## src/rtl/cmp_edge_pkg.sv

```systemverilog
package cmp_edge_pkg;
  localparam int unsigned NUM_EDGES = 2;
  typedef enum logic [0:0] {
    EDGE_RISE = 1'b0,
    EDGE_FALL = 1'b1
  } edge_e;
  localparam int unsigned IDX_RISE = 0;
  localparam int unsigned IDX_FALL = 1;
endpackage

```

## src/rtl/cmp_edge_detect.sv

```systemverilog
module cmp_edge_detect (
  input  logic clk_i,
  input  logic rst_ni,
  input  logic cmp_i,
  output logic rise_o,
  output logic fall_o
);
  logic prev_q;
  logic vld_q;

  always_ff @(posedge clk_i or negedge rst_ni) begin
    if (!rst_ni) begin
      prev_q <= 1'b0;
      vld_q  <= 1'b0;
    end else begin
      prev_q <= cmp_i;
      vld_q  <= 1'b1;
    end
  end

  // first sample after reset only primes the history register
  assign rise_o = vld_q &  cmp_i & ~prev_q;
  assign fall_o = vld_q & ~cmp_i &  prev_q;

  assert_first_sample_R4: assert property (@(posedge clk_i) disable iff (!rst_ni)
    !vld_q |-> (!rise_o && !fall_o));
  assert_edges_exclusive_R2: assert property (@(posedge clk_i) disable iff (!rst_ni)
    !(rise_o && fall_o));
endmodule

```

## src/rtl/cmp_edge_flag.sv

```systemverilog
module cmp_edge_flag (
  input  logic clk_i,
  input  logic rst_ni,
  input  logic set_i,
  input  logic clr_i,
  output logic flag_o
);
  logic flag_q;

  always_ff @(posedge clk_i or negedge rst_ni) begin
    if (!rst_ni)     flag_q <= 1'b0;
    else if (set_i)  flag_q <= 1'b1;  // edge beats clear
    else if (clr_i)  flag_q <= 1'b0;
  end

  assign flag_o = flag_q;

  assert_edge_sets_R2_R3: assert property (@(posedge clk_i) disable iff (!rst_ni)
    set_i |=> flag_o);
  assert_edge_beats_clear_R6: assert property (@(posedge clk_i) disable iff (!rst_ni)
    (set_i && clr_i) |=> flag_o);
  assert_clear_R5: assert property (@(posedge clk_i) disable iff (!rst_ni)
    (clr_i && !set_i) |=> !flag_o);
  assert_hold_R5: assert property (@(posedge clk_i) disable iff (!rst_ni)
    (!clr_i && !set_i) |=> $stable(flag_o));
endmodule

```

## src/rtl/cmp_edge_route.sv

```systemverilog
module cmp_edge_route
  import cmp_edge_pkg::*;
(
  input  logic                 clk_i,
  input  logic                 rst_ni,
  input  logic [NUM_EDGES-1:0] flag_i,
  input  logic [NUM_EDGES-1:0] ie_i,
  input  logic                 dma_en_i,
  input  logic                 dma_ack_i,
  output logic [NUM_EDGES-1:0] ack_clr_o,
  output logic                 irq_o,
  output logic                 dma_req_o
);
  logic any_req;

  assign any_req   = |(flag_i & ie_i);
  assign irq_o     = any_req & ~dma_en_i;
  assign dma_req_o = any_req &  dma_en_i;
  assign ack_clr_o = {NUM_EDGES{dma_ack_i & dma_en_i}} & ie_i;

  assert_irq_masked_R8: assert property (@(posedge clk_i) disable iff (!rst_ni)
    dma_en_i |-> !irq_o);
  assert_dma_idle_R7: assert property (@(posedge clk_i) disable iff (!rst_ni)
    !dma_en_i |-> !dma_req_o);
  assert_one_target_R8: assert property (@(posedge clk_i) disable iff (!rst_ni)
    $countones({irq_o, dma_req_o}) <= 1);
  assert_ack_ignored_R9: assert property (@(posedge clk_i) disable iff (!rst_ni)
    !dma_en_i |-> (ack_clr_o == '0));
endmodule

```

## src/rtl/cmp_edge_req.sv

```systemverilog
module cmp_edge_req
  import cmp_edge_pkg::*;
(
  input  logic clk_i,
  input  logic rst_ni,
  input  logic cmp_out_i,
  input  logic rise_ie_i,
  input  logic fall_ie_i,
  input  logic dma_en_i,
  input  logic clr_rise_i,
  input  logic clr_fall_i,
  input  logic dma_ack_i,
  output logic rise_flag_o,
  output logic fall_flag_o,
  output logic irq_o,
  output logic dma_req_o
);
  logic [NUM_EDGES-1:0] edge_set;
  logic [NUM_EDGES-1:0] sw_clr;
  logic [NUM_EDGES-1:0] ack_clr;
  logic [NUM_EDGES-1:0] flags;
  logic [NUM_EDGES-1:0] ie;

  cmp_edge_detect u_detect (
    .clk_i  (clk_i),
    .rst_ni (rst_ni),
    .cmp_i  (cmp_out_i),
    .rise_o (edge_set[IDX_RISE]),
    .fall_o (edge_set[IDX_FALL])
  );

  assign sw_clr[IDX_RISE] = clr_rise_i;
  assign sw_clr[IDX_FALL] = clr_fall_i;
  assign ie[IDX_RISE]     = rise_ie_i;
  assign ie[IDX_FALL]     = fall_ie_i;

  for (genvar g = 0; g < NUM_EDGES; g++) begin : g_flag
    cmp_edge_flag u_flag (
      .clk_i  (clk_i),
      .rst_ni (rst_ni),
      .set_i  (edge_set[g]),
      .clr_i  (sw_clr[g] | ack_clr[g]),
      .flag_o (flags[g])
    );
  end

  cmp_edge_route u_route (
    .clk_i     (clk_i),
    .rst_ni    (rst_ni),
    .flag_i    (flags),
    .ie_i      (ie),
    .dma_en_i  (dma_en_i),
    .dma_ack_i (dma_ack_i),
    .ack_clr_o (ack_clr),
    .irq_o     (irq_o),
    .dma_req_o (dma_req_o)
  );

  assign rise_flag_o = flags[IDX_RISE];
  assign fall_flag_o = flags[IDX_FALL];

  assert_ack_clears_R9: assert property (@(posedge clk_i) disable iff (!rst_ni)
    (dma_ack_i && dma_en_i && rise_ie_i && !clr_rise_i && !edge_set[IDX_RISE]) |=> !rise_flag_o);
  assert_ack_keeps_R9: assert property (@(posedge clk_i) disable iff (!rst_ni)
    (dma_ack_i && !fall_ie_i && !clr_fall_i && fall_flag_o) |=> fall_flag_o);
  assert_irq_follows_R7: assert property (@(posedge clk_i) disable iff (!rst_ni)
    (!dma_en_i && rise_ie_i && rise_flag_o) |-> irq_o);
endmodule

```

## config.mk

```make
export PLATFORM = sky130hd
export DESIGN_NAME = cmp_edge_req
export DESIGN_NICKNAME = d
export VERILOG_FILES = /design/src/rtl/cmp_edge_pkg.sv /design/src/rtl/cmp_edge_detect.sv /design/src/rtl/cmp_edge_flag.sv /design/src/rtl/cmp_edge_route.sv /design/src/rtl/cmp_edge_req.sv
export SDC_FILE = /design/constraint.sdc
export NUM_CORES = 1
export LEC_CHECK = 0
export BUFFER_PORTS_ARGS = -buffer_cell sky130_fd_sc_hd__buf_2
export CORE_AREA = 10 10 47 49
export CTS_CLUSTER_SIZE = 25
export DETAILED_ROUTE_END_ITERATION = 12
export DIE_AREA = 0 0 57 59
export PLACE_DENSITY = 0.36
export SLEW_MARGIN = 20
export SYNTH_ARGS = -nofsm -noshare
export SYNTH_HDL_FRONTEND = slang
export SYNTH_SLANG_ARGS = --single-unit
```

## constraint.sdc

```tcl
create_clock -name clk_i -period 0.8 [get_ports clk_i]
set_input_delay 0.04 -clock clk_i [delete_from_list [all_inputs] [get_ports clk_i]]
set_output_delay 0.04 -clock clk_i [all_outputs]
set_load 0.05 [all_outputs]
```

==> results.cfg <==
[die]
initial_utilization = 0.1295
core_area_mm2 = 0.001401
io_pins = 13
die_x_um = 57
fp.dieArea_mm2 = 0.003363
die_height_um = 59
rows = 14

[logic_synthesis]
yosysWarnings = 0
yosys.area_share.xor_xnor = 0
yosysSeqAreaShare = 0.5517
synthAdderAreaFrac = 0
yosysTopAreaCellShare = 0.5517
ys_ff_latch = 4
synth_top_family_by_area = compound AO/OA/AOI/OAI gates
syn_area_per_cell_um2 = 11.34
synth-simple-area-share = 0.1655
yosys-top-cells-area = dfrtp_1 55%, o32ai_2 18%, and3_1 6.9%
synth_compound_area_frac = 0.2207
synth.area.mux_share = 0
synthDistinctLibCells = 9
synthesis.nets = 25
synth_area_um2 = 181.4
synthesis.instances = 16
yosysTopAreaCell = dfrtp_1

[power_and_ir_drop]
irDropWorstVdd_v = 0.0008417
powerDensity_mw_per_mm2 = 1689
leakagePower_nw = 0.2013

[place]
io_buffers = 12
finalWeightedCongestion = 0.7752
dp.final_hpwl_um = 491.4
post-place-ws_ns = -0.2322
placed_area_um2 = 291.5
dp_cells = 45

[routing]
dr.pass1.iters = 2
vias_per_cell = 3.643
drt_iter0_drc = 2
totalWireLength_um = 646
vias = 204
wl_per_cell_um = 11.54
drc = 0
ant_nets = 0

[worst_setup_path]
cp-startpoint = g_flag[0].u_flag.flag_o
cp_slowest_stage_delay_ns = 0.40
reg2reg_from = g_flag[0].u_flag.flag_o
crit_path_top_delay_cell = dfrtp_2
cp_data_required_time_ns = 0.76
critPathLaunchType = register
cp-end-kind = output port
critPathTopFamily = flip-flops
cp.arrival_ns = 1.17
crit_fanout = 2
critPathKind = reg -> out
reg2reg_slack_ns = -0.06
path_cells = a22oi_2 -> nor2b_4 -> buf_8
path_buf_inv = 1

[timing]
min_period_ns = 1.214
finClkSkew_ns = 0.01381
final_max_slew_viol_count = 0
worst_hold_slack_ns = 0.1274
grt_setup_unrepaired = true
fin_ws_ns = -0.4139
fmax_mhz = 823.8
period_share = 1.517
setup_viol = 6
timing.final.hold_violations = 0

[finish]
layout_commonest_cell = buf_2
final_nets = 50
area_growth_pct = 135.9
stdcell_area_um2 = 427.9
final_cells = 56
n_antenna_cell = 0
drive_above_1_share = 0.7000
mostFrequentLayoutCells = 8 x buf_2, 4 x dlygate4sd3_1, 4 x buf_6

[clock_tree]
cts_made_buffers = 3
htreeDepth = 1
max-clock-path-buffers = 2
cts_tree = yes
cts.sink_count = 4
clock_latency_ns = 0.25
root_buffer = clkbuf_4
clkTransAtPathRegs_ns = 0.05

[global_routing]
grt_overflow = 0
grt_pass1_vias = 226
antenna_found_initial = 0
track_usage = 0.04250
grt_max_degree = 5
grt_pass1_wl_um = 986

[run]
drv_cap = 0

[status]
outcome = complete, but fails checks
violations = setup timing

[worst_hold_path]
min-delay-path-class = in -> async
layout make-up:
cell class,instances,area [µm²]
clock buffers,4,26.28
multi-input cells,10,93.84
fillers,155,973.4
well taps,16,20.02
repair buffers,20,177.7
flip-flops and latches,4,102.6
inverters,2,7.507
per-stage QoR:
step	total power [W]	util	TNS, ns
after global placement	0.0003690	0.2080	-0.3885
after CTS	0.0007254	0.2866	-1.285
after floorplan	0.0003154	-	-0.7056
after global routing	0.0007839	0.3054	-1.626
final	0.0007229	0.3054	-1.351
after detailed placement	0.0003712	0.2080	-0.4469
final timing paths:
| path | endpoint | cells after the start |
|---|---|---|
| setup / recovery | dma_req_o | 3 |
| hold / removal | g_flag[0].u_flag.flag_o | 2 |
| setup reg to reg | g_flag[0].u_flag.flag_o | 4 |
| hold reg to reg | g_flag[0].u_flag.flag_o | 1 |
| max in group asynchronous | u_detect.prev_q | 2 |
| min in group clk_i | g_flag[0].u_flag.flag_o | 3 |
routing by layer:
| layer | part of all wire | vias to the layer above | track usage |
|---|---|---|---|
| met5 | 0 | - | 0 |
| met4 | 0 | 0 | 0.02013 |
| met3 | 0.13 | 0 | 0.05150 |
| met2 | 0.37 | 17 | 0.04806 |
| met1 | 0.49 | 85 | 0.04436 |
| li1 | - | 102 | - |
flip-flops by register name, indices dropped and copies added, names as in the netlist:
name	count
u_detect.vld_q	1
u_detect.prev_q	1
g_flag.u_flag.flag_o	2
logic make-up (layout without fill, tap and decap cells):
| kind of cell | count (synthesis) | after routing |
|---|---|---|
| buffers and inverters | 2 | 26 |
| other | 1 | 1 |
| AOI/OAI and AO/OA | 3 | 3 |
| DFF | 4 | 4 |
| and+or+nand+nor | 6 | 6 |
cells in the mapped netlist:
cell     count
and3_1       2
dfrtp_1      4
nand2_1      2
inv_1        2
a22oi_1      1
o32ai_2      2
conb_1       1
nor2_1       1
nor2b_1      1
timing repair:
| item | CTS | global route |
|---|---|---|
| endpoints found under the hold margin | 7 | 0 |
| hold buffers | 4 | 0 |
| setup endpoints to repair | 5 | 6 |
| setup buffers | 1 | 2 |
| gates resized for setup | 12 | 4 |
| pin swaps | 1 | 2 |
where the power goes:
part / internal [W] / switching, W / total, W
sequential: 0.000218 / 0.00000886 / 0.000226
clock: 0.000188 / 0.0000957 / 0.000284
combinational: 0.000108 / 0.000105 / 0.000213
total: 0.000513 / 0.000210 / 0.000723
worst reg2reg max path, cell delays in order (launching register included):
cell and delay [ns]:
dfrtp_2 0.40, buf_4 0.13, buf_6 0.11, inv_2 0.04, o32ai_2 0.06
No activity file was read; power rests on OpenSTA's default activity.
